**src/rtl/pfd_pkg.sv**
```systemverilog
package pfd_pkg;
  typedef enum logic [1:0] {
    PS_DOWN = 2'd0,
    PS_WAIT = 2'd1,
    PS_UP   = 2'd2
  } pwr_state_e;
endpackage

```
**src/rtl/pfd_recovery_timer.sv**
```systemverilog
module pfd_recovery_timer #(
  parameter int REC_CYCLES = 1_000_000
) (
  input  logic clk,
  input  logic rst_n,
  input  logic desel_i,
  output logic wake_o,
  output logic up_o
);
  import pfd_pkg::*;
  localparam int CNT_W = $clog2(REC_CYCLES + 1);
  localparam logic [CNT_W-1:0] LOAD = CNT_W'(REC_CYCLES);

  pwr_state_e       state_q;
  logic [CNT_W-1:0] cnt_q;

  always_ff @(posedge clk or negedge rst_n) begin
    if (!rst_n) begin
      state_q <= PS_DOWN;
      cnt_q   <= '0;
    end else if (desel_i) begin
      state_q <= PS_DOWN;
      cnt_q   <= '0;
    end else begin
      case (state_q)
        PS_DOWN: begin
          state_q <= PS_WAIT;
          cnt_q   <= LOAD;
        end
        PS_WAIT: begin
          if (cnt_q <= CNT_W'(1)) begin
            state_q <= PS_UP;
            cnt_q   <= '0;
          end else begin
            cnt_q <= cnt_q - CNT_W'(1);
          end
        end
        PS_UP:   state_q <= PS_UP;
        default: state_q <= PS_DOWN;
      endcase
    end
  end

  assign wake_o = (state_q == PS_DOWN) && !desel_i;
  assign up_o   = (state_q == PS_UP);

  // the wait counter stays inside its loaded range
  assert_wait_bounded_R3: assert property (@(posedge clk) disable iff (!rst_n)
    (state_q == PS_WAIT) |-> (cnt_q != '0 && cnt_q <= LOAD));

  // every entry into the wait starts from the full count
  assert_full_restart_R4: assert property (@(posedge clk) disable iff (!rst_n)
    ($past(state_q) == PS_DOWN && state_q == PS_WAIT) |-> (cnt_q == LOAD));
endmodule

```
**src/rtl/pfd_batt_flag.sv**
```systemverilog
module pfd_batt_flag (
  input  logic clk,
  input  logic rst_n,
  input  logic wake_i,
  input  logic bat_low_i,
  input  logic wr_acc_i,
  output logic flag_o
);
  logic flag_q;

  always_ff @(posedge clk or negedge rst_n) begin
    if (!rst_n)                  flag_q <= 1'b0;
    else if (wake_i)             flag_q <= bat_low_i;
    else if (wr_acc_i && flag_q) flag_q <= 1'b0;
  end

  assign flag_o = flag_q;

  // the flag is raised only on the way out of deselect
  assert_flag_sets_on_wake_R6: assert property (@(posedge clk) disable iff (!rst_n)
    $rose(flag_q) |-> $past(wake_i));

  // the flag falls only after a consumed write or a fresh sample
  assert_flag_clears_on_write_R7: assert property (@(posedge clk) disable iff (!rst_n)
    $fell(flag_q) |-> ($past(wr_acc_i) || $past(wake_i)));
endmodule

```
**src/rtl/pfd_bus_gate.sv**
```systemverilog
module pfd_bus_gate (
  input  logic clk,
  input  logic rst_n,
  input  logic ready_i,
  input  logic flag_i,
  input  logic valid_i,
  input  logic we_i,
  output logic ce_o,
  output logic we_o,
  output logic oe_o,
  output logic wr_acc_o,
  output logic wr_allowed_o
);
  logic take;

  assign take         = valid_i && ready_i;
  assign ce_o         = take;
  assign we_o         = take && we_i && !flag_i;
  assign oe_o         = take && !we_i;
  assign wr_acc_o     = take && we_i;
  assign wr_allowed_o = ready_i && !flag_i;

  // a write under a set flag never strobes the array
  assert_swallow_write_R7: assert property (@(posedge clk) disable iff (!rst_n)
    (flag_i && valid_i && we_i) |-> !we_o);

  // strobes are exclusive
  assert_strobe_excl_R9: assert property (@(posedge clk) disable iff (!rst_n)
    !(we_o && oe_o));
endmodule

```
**src/rtl/pfd_guard.sv**
```systemverilog
module pfd_guard #(
  parameter int REC_CYCLES = 1_000_000
) (
  input  logic clk,
  input  logic rst_n,
  input  logic sup_low_desel,
  input  logic sup_low_swo,
  input  logic bat_low_in,
  input  logic host_valid,
  input  logic host_we,
  output logic host_ready,
  output logic wr_allowed,
  output logic mem_ce,
  output logic mem_we,
  output logic mem_oe,
  output logic batt_sel,
  output logic batt_flag_dbg
);
  logic wake, up, wr_acc, flag;
  logic batt_sel_q;

  pfd_recovery_timer #(.REC_CYCLES(REC_CYCLES)) u_timer (
    .clk    (clk),
    .rst_n  (rst_n),
    .desel_i(sup_low_desel),
    .wake_o (wake),
    .up_o   (up)
  );

  assign host_ready = up && !sup_low_desel;

  pfd_batt_flag u_flag (
    .clk      (clk),
    .rst_n    (rst_n),
    .wake_i   (wake),
    .bat_low_i(bat_low_in),
    .wr_acc_i (wr_acc),
    .flag_o   (flag)
  );

  pfd_bus_gate u_gate (
    .clk         (clk),
    .rst_n       (rst_n),
    .ready_i     (host_ready),
    .flag_i      (flag),
    .valid_i     (host_valid),
    .we_i        (host_we),
    .ce_o        (mem_ce),
    .we_o        (mem_we),
    .oe_o        (mem_oe),
    .wr_acc_o    (wr_acc),
    .wr_allowed_o(wr_allowed)
  );

  // Source selection keeps working while the control logic is in reset.
  always_ff @(posedge clk) batt_sel_q <= sup_low_swo;

  assign batt_sel      = batt_sel_q;
  assign batt_flag_dbg = flag;

  // out-of-tolerance supply silences the memory in the same cycle
  assert_desel_quiet_R2: assert property (@(posedge clk) disable iff (!rst_n)
    sup_low_desel |-> (!host_ready && !mem_ce && !mem_we && !mem_oe));

  // readiness never appears on a cycle that follows a deselect
  assert_ready_after_calm_R3: assert property (@(posedge clk) disable iff (!rst_n)
    $rose(host_ready) |-> !$past(sup_low_desel));

  // a steady low supply keeps the battery selected
  assert_battery_selected_R5: assert property (@(posedge clk) disable iff (!rst_n)
    (sup_low_swo && $past(sup_low_swo)) |=> batt_sel);
endmodule

```
**config.mk**
```make
export PLATFORM = sky130hd
export DESIGN_NAME = pfd_guard
export DESIGN_NICKNAME = d
export VERILOG_FILES = /design/src/rtl/pfd_pkg.sv /design/src/rtl/pfd_recovery_timer.sv /design/src/rtl/pfd_batt_flag.sv /design/src/rtl/pfd_bus_gate.sv /design/src/rtl/pfd_guard.sv
export SDC_FILE = /design/constraint.sdc
export NUM_CORES = 1
export LEC_CHECK = 0
export ABC_AREA = 1
export BUFFER_PORTS_ARGS = -buffer_cell sky130_fd_sc_hd__buf_2
export CORE_ASPECT_RATIO = 1.1
export CORE_UTILIZATION = 59
export DETAILED_ROUTE_END_ITERATION = 8
export PLACE_DENSITY = 0.8
export SYNTH_ARGS = -nofsm -noshare
export SYNTH_HDL_FRONTEND = slang
export SYNTH_HIERARCHICAL = 1
export SYNTH_SLANG_ARGS = --single-unit
```
**constraint.sdc**
```tcl
create_clock -name clk -period 1.85 [get_ports clk]
set_input_delay 0 -clock clk [delete_from_list [all_inputs] [get_ports clk]]
set_output_delay 0 -clock clk [all_outputs]
set_load 0.005 [all_outputs]
```
==> impl_results.md, run 1 <==
* Core area at 0.00254 mm2
* Drt total wl at 3290 um
* DRC violation count after routing at 0
* Dpl cell area at 0.00170 mm2
* Logic pwr share at 0.627
* Worst hold margin at 0.0275 ns
* Yosys top cell area share at 0.359
* CP max stage cell: dfrtp_1
* Antenna Cells at 0
* RSZ-0062 raised after global routing: false
* # IOs at 14
* CP delay by family, top: flip-flops
* Req. time, crit path at 2.06 ns
* Max VDD drop at 0.00141 V
* H-tree Lvls at 1
* Setup Buffers After CTS at 0
* Max Cap Viol at 0
* Filler cells at 222
* Cell Chain, Critical Path: inv_1 -> ha_1 -> nand2_4 -> a21oi_2 -> nand2_4 -> nand3_4 -> o21ai_0
* Switching Share at 0.516
* Net Count, Synth at 229
* Outcome: complete, no violations
* Final Critical Period at 1.58 ns
* Most frequent CP cell: nand2_4
* Chip width at 51.7 um
* Post-synth top cells: 69 x nand2_1, 28 x nor2_1, 25 x inv_1
* Pin count of the biggest net entering global routing at 24
* Flop pwr share at 0.284
* Max FO, Critical Path at 15
* Post-Syn Area at 0.00160 mm2
* Initial antenna violation count at 0
* Primary FF master, synth: dfrtp_1
* Cell count after synthesis at 217
* Place WS at 0.282 ns
* GRT Util Overall at 0.256
* Die area at 0.00293 mm2
* CP arrival at 1.80 ns
* Drt first-iter violations at 38
* Setup-failing EPs final at 0
* Clock Skew at 0.00572 ns
* Total power draw at 3.18 mW
* Yosys reg bits at 24
* Nets at 250
* Crit end category: flop
* DRT Pass-1 Iters at 4
* Max-slew violation count at 0
* Ys Warns at 6
* Root buf cell: clkbuf_4
* Number of cell rows at 19
* Total Neg Setup Slack at 0 ns
* Power density cells at 1800 mW/mm2
* Int Power at 1.54 mW
* Final setup margin at 0.267 ns
* Psw at 1.64 mW
* Avg Cell Area, Syn at 7.39 um2
* Actual transition at the worst max-transition pin at 0.516 ns
* Maximum buffer depth of the clock tree at 2
* Post-DR wirelength/cell at 12.3 um
* Slew HR at 0.656
* DP HPWL at 2380 um
* Gp weighted congestion at 0.917
* Async SR Flop Fraction at 0.958
* Area growth syn-to-layout at 10.1%
* Most common cell in the netlist: nand2_1
* CP Buf/Inv Count at 1
* Design area at 0.00176 mm2
* Crit Path Class: reg2reg
* Number of global-route vias before repair at 1279
* Starting Density at 0.630
* Placed Cells at 261
* Non-Filler Instances at 268
* Post-layout util at 0.694
* First-pass GRT wire length at 5660 um
* EDFF count, synth at 0
* GRT Residual Overflow at 0
* Final Hold Fails at 0
* Vias per cell at 5.18
* Slowest stage delay, CP at 0.43 ns
* Unique masters post-synth at 27
* Worst min path class: in2reg
* Sequential-to-total area share from yosys stat at 0.372
* Yosys top cell by area: dfrtp_1
* CTS tree: yes
* Antenna viol nets, final at 0
* Chip height at 56.7 um
* Worst-Skew Late Latency at 0.32 ns
* Sinks on Clock Net at 24
* Layout cells sized above 1 at 0.173
* Final worst-path cycle share at 0.856
* Via count at 1387
* Top post-synthesis cells by area: dfrtp_1 36%, nand2_1 16%, nor2_1 6.6%
* CTS clk-pin slew, worst paths at 0.13 ns
* Cts repair resizes at 0
* Highest clock rate at 632 MHz
* CTS Buf Count at 3
* Clock share of power at 0.090
* Leak Pwr at 0.951 nW
* Buffers on Ports at 13
* Startpoint types: flop
## final cells by class
| type | instances | area [um2] | area share |
|---|---|---|---|
| multi-input combinational | 164 | 878 | 0.498 |
| sequential | 24 | 596 | 0.338 |
| timing repair buffer | 19 | 118 | 0.0667 |
| inverter | 26 | 97.6 | 0.0553 |
| tap | 31 | 38.8 | 0.0220 |
| clock buffer | 4 | 36.3 | 0.0206 |
## cell families (layout without fill, tap and decap cells)
kind of cell,count (synthesis),after routing,share of synthesized area
AOI/OAI and AO/OA,16,16,0.0726
buffers and inverters,29,49,0.0804
adders and majority gates,5,5,0.0390
and+or+nand+nor,131,131,0.371
DFF,24,24,0.372
xor gates and xnor gates,12,12,0.0656
## worst register-to-register path, cell delays in order (launching register included)
cell	delay, ns
dfrtp_1	0.43
inv_1	0.11
ha_1	0.22
nand2_4	0.10
a21oi_2	0.19
nand2_4	0.11
nand3_4	0.19
o21ai_0	0.12
## registers in the layout (all words and copies together) (netlist names)
register,count
batt_sel,1
u_flag/flag_o,1
u_timer/cnt_q,20
u_timer/state_q,2
## power by group through the flow
| stage | sequential, mW | combinational, mW | clock [mW] |
|---|---|---|---|
| after floorplan | 0.857 | 1.63 | 0 |
| after global placement | 0.901 | 1.93 | 0 |
| after detailed placement | 0.908 | 1.96 | 0 |
| after CTS | 0.897 | 1.98 | 0.290 |
| after global routing | 0.926 | 2.27 | 0.313 |
| final | 0.903 | 1.99 | 0.286 |
## layout by cell type, fill, tap and decap left out, types with 2 or more instances in the layout
| cell type | count |
|---|---|
| nand2_1 | 69 |
| nor2_1 | 28 |
| inv_1 | 25 |
| dfrtp_1 | 23 |
| nand3_1 | 18 |
| buf_2 | 13 |
| xor2_1 | 11 |
| ha_1 | 5 |
| nor2_2 | 4 |
| o21ai_2 | 4 |
| o21ai_0 | 4 |
| clkbuf_4 | 3 |
| dlygate4sd3_1 | 3 |
| nor2_4 | 3 |
| nand4_1 | 3 |
| buf_4 | 3 |
| nand2_2 | 2 |
| nand2_4 | 2 |
| o22ai_2 | 2 |
| o22ai_1 | 2 |
| a21oi_1 | 2 |
## routing by layer
layer | track usage | up-vias | wire length, um | part of all wire
met5 | 0 | - | 0 | 0
met4 | 0.0888 | 0 | 38 | 0.012
met3 | 0.0325 | 5 | 101 | 0.031
met2 | 0.425 | 28 | 1580 | 0.48
met1 | 0.338 | 630 | 1570 | 0.48
li1 | - | 724 | - | -
## final timing paths
| check | from | end | slack, ns | depth (start not counted) |
|---|---|---|---|---|
| worst max-delay path | u_timer/cnt_q[0] | u_timer/cnt_q[4] | 0.27 | 7 |
| max in group asynchronous | rst_n | u_timer/cnt_q[3] | 1.34 | 2 |
| worst min register to register | u_timer/cnt_q[0] | u_timer/cnt_q[0] | 0.54 | 1 |
| worst min-delay path | sup_low_desel | u_flag/flag_o | 0.03 | 4 |
| min in group asynchronous | rst_n | u_timer/cnt_q[18] | 0.17 | 2 |
| worst max register to register | u_timer/cnt_q[0] | u_timer/cnt_q[4] | 0.27 | 7 |
## what timing repair did
action,4_1_cts,5_1_grt
hold endpoints to repair,25,0
hold buffers,3,0
endpoints found under the setup margin,0,0
(Power assumes the default switching activity.)
==> run 2, diff against run 1 <==
--- a/config.mk
+++ b/config.mk
@@ -10,6 +10,7 @@
 export CORE_ASPECT_RATIO = 1.1
 export CORE_UTILIZATION = 59
 export DETAILED_ROUTE_END_ITERATION = 8
+export GPL_TIMING_DRIVEN = 0
 export PLACE_DENSITY = 0.8
 export SYNTH_ARGS = -nofsm -noshare
 export SYNTH_HDL_FRONTEND = slang
==> run 2 against run 1 <==
Effect of this change:
- setup slack got worse by 0.083 ns
- global-route usage increased by 0.38 points
- total power decreased by 0.71%
- highest routed layer unchanged
- critical path depth increased by 2
- register-to-register slack got worse by 0.08 ns
- largest power group unchanged
- critical path type unchanged
- sequential power about the same
- critical endpoint is now u_timer/cnt_q[13]
- utilization increased by 0.93 points
- final area increased by 1.3%
- clock-buffer cell count unchanged
==> impl_results.md, run 2 (synthesis gave the netlist of run 1 again) <==
* Sinks on Clock Net at 24 (unchanged)
* Drt first-iter violations at 46 (+21%)
* R2r endpoint: u_timer/cnt_q[13]
* DRT met1 WL at 1500 um (-4.2%)
* Worst-Skew Late Latency at 0.31 ns (about the same)
* Vias per cell at 5.13 (-0.89%)
* Crit Reg-Reg Startpoint: u_timer/state_q[1]
* Post-DR wirelength/cell at 12.0 um (-2.5%)
* Antenna Cells at 0 (unchanged)
* Slew HR at 0.659 (+0.00318)
* Crit end category: flop
* Final worst-path cycle share at 0.901 (+0.0450)
* Pin count of the biggest net entering global routing at 24 (unchanged)
* Clock Skew at 0.0100 ns (+0.00431 ns)
* Cell Chain, Critical Path: inv_1 -> ha_1 -> buf_6 -> nor2_1 -> nand2_2 -> inv_2 -> clkbuf_4 -> nand2_1 -> o21ai_2
* Routed met2 length at 1640 um (+4.1%)
* Number of global-route vias before repair at 1338 (+4.6%)
* Chip width at 51.7 um (unchanged)
* Starting Density at 0.630 (unchanged)
* Leak Pwr at 0.961 nW (+1.1%)
* Power density cells at 1770 mW/mm2 (-2.0%)
* Slowest stage delay, CP at 0.37 ns (-0.06 ns)
* Buffers on Ports at 13 (unchanged)
* Place WS at 0.136 ns (-0.146 ns)
* Antenna viol nets, final at 0 (unchanged)
* CP arrival at 1.92 ns (+0.12 ns)
* Max Cap Viol at 0 (unchanged)
* First-pass GRT wire length at 5780 um (+2.0%)
* Highest Signal Layer: met4
* Max-slew violation count at 0 (unchanged)
* R2R depth at 9 (+2)
* Max FO, Critical Path at 10 (-5)
* Drt total wl at 3240 um (-1.4%)
* Core area at 0.00254 mm2 (unchanged)
* Final Critical Period at 1.67 ns (+0.0832 ns)
* Req. time, crit path at 2.10 ns (+0.04 ns)
* Setup crit end: u_timer/cnt_q[13]
* CP max stage cell: dfrtp_1
* Hold depth at 4 (unchanged)
* Gp weighted congestion at 0.901 (-1.8%)
* H-tree Lvls at 1 (unchanged)
* Maximum buffer depth of the clock tree at 2 (unchanged)
* Worst setup path startpoint: u_timer/state_q[1]
* CTS clk-pin slew, worst paths at 0.13 ns (about the same)
* GRT Util Overall at 0.260 (+0.00377)
* Setup-failing EPs final at 0 (unchanged)
* Final Hold Fails at 0 (unchanged)
* Most common cell after layout, fill and taps aside: nand2_1
* Area growth syn-to-layout at 11.6%
* DRC violation count after routing at 0 (unchanged)
* Startpoint types: flop
* Root buf cell: clkbuf_4
* Worst min path class: in2reg
* Final setup margin at 0.184 ns (-0.0832 ns)
* Total power draw at 3.16 mW (-0.71%)
* R2R Setup Slk at 0.18 ns (-0.08 ns)
* Via count at 1390 (+0.22%)
* Largest regs: u_timer/cnt_q (20), u_timer/state_q (2)
* Chip height at 56.7 um (unchanged)
* Largest register FFs at 20 (unchanged)
* Placed Cells at 261 (unchanged)
* CTS tree: yes
* DP HPWL at 2330 um (-2.2%)
* Outcome: complete, no violations
* Max VDD drop at 0.00117 V (-17%)
* CTS Buf Count at 3 (unchanged)
* # IOs at 14 (unchanged)
* Actual transition at the worst max-transition pin at 0.511 ns (-0.00477 ns)
* Largest Register: u_timer/cnt_q
* Most frequent cells in the layout: 69 x nand2_1, 28 x nor2_1, 25 x inv_1, 23 x dfrtp_1, 18 x nand3_1
* Crit Path Class: reg2reg
* Met3 WL at 79 um (-22%)
* Initial antenna violation count at 0 (unchanged)
* DRT Pass-1 Iters at 4 (unchanged)
* Die area at 0.00293 mm2 (unchanged)
* Non-Filler Instances at 271 (+1.1%)
* Highest clock rate at 600 MHz (-5.0%)
* Layout cells sized above 1 at 0.179 (+0.00617)
* Nets at 253 (+1.2%)
* GRT Residual Overflow at 0 (unchanged)
* Number of cell rows at 19 (unchanged)
==> run 2: cell types whose count changed in the layout (fill, tap and decap cells not counted), sizes merged <==
cell / delta
buf: +2
clkbuf: +1
==> run 2: critical path, delay by kind of cell (launching register included) <==
kind	cells	cell delay (ns)
flip-flops	1	0.37
AND/OR/NAND/NOR	3	0.39
adder cells (fa/ha/maj)	1	0.20
AO/OA/AOI/OAI	1	0.06
buffers and inverters	4	0.58
==> run 2: through the flow <==
stage / util / TNS, ns / hold WS [ns] / cell area (um2)
detailed placement: 0.671 / 0 / 0.00300 / 1710
floorplan: - / 0 / -0.296 / 1600
finish: 0.703 / 0 / 0.0150 / 1790
global route: 0.703 / -0.0199 / 0.0354 / 1790
global placement: 0.671 / 0 / 0.00110 / 1710
CTS: 0.693 / 0 / 0.00576 / 1760
==> run 2: what timing repair did <==
item	CTS	global route
hold endpoints to repair	25	0
endpoints found under the setup margin	0	10
setup buffers	0	3
resized for setup	0	1
hold buffers	3	0
==> run 2: worst min-delay path by stage <==
stage                        from                 end  slack, ns
global placement            rst_n       u_flag/flag_o      0.001
global route        sup_low_desel  u_timer/state_q[0]       0.04
CTS                 sup_low_desel       u_flag/flag_o      0.006
floorplan                   rst_n       u_flag/flag_o      -0.30
detailed placement          rst_n    u_timer/cnt_q[9]      0.003
finish              sup_low_desel       u_flag/flag_o       0.02
==> run 2: final cells by class <==
cell class	count	area, um2
Multi-Input combinational cell	164	878
Fill cell	218	756
Sequential cell	24	596
Timing Repair Buffer	19	118
Inverter	26	97.6
Tap cell	31	38.8
Buffer	3	33.8
Clock buffer	4	26.3
==> run 2: layer usage <==
metal,global-route usage,vias to the layer above
met3,0.0325,2
met4,0.0579,0
li1,-,725
met2,0.458,21
met5,0,-
met1,0.333,642
==> run 2: power by group <==
| part | internal [mW] | switching, mW |
|---|---|---|
| combinational | 0.750 | 1.27 |
| clock | 0.0841 | 0.151 |
| sequential | 0.704 | 0.198 |
| total | 1.54 | 1.62 |
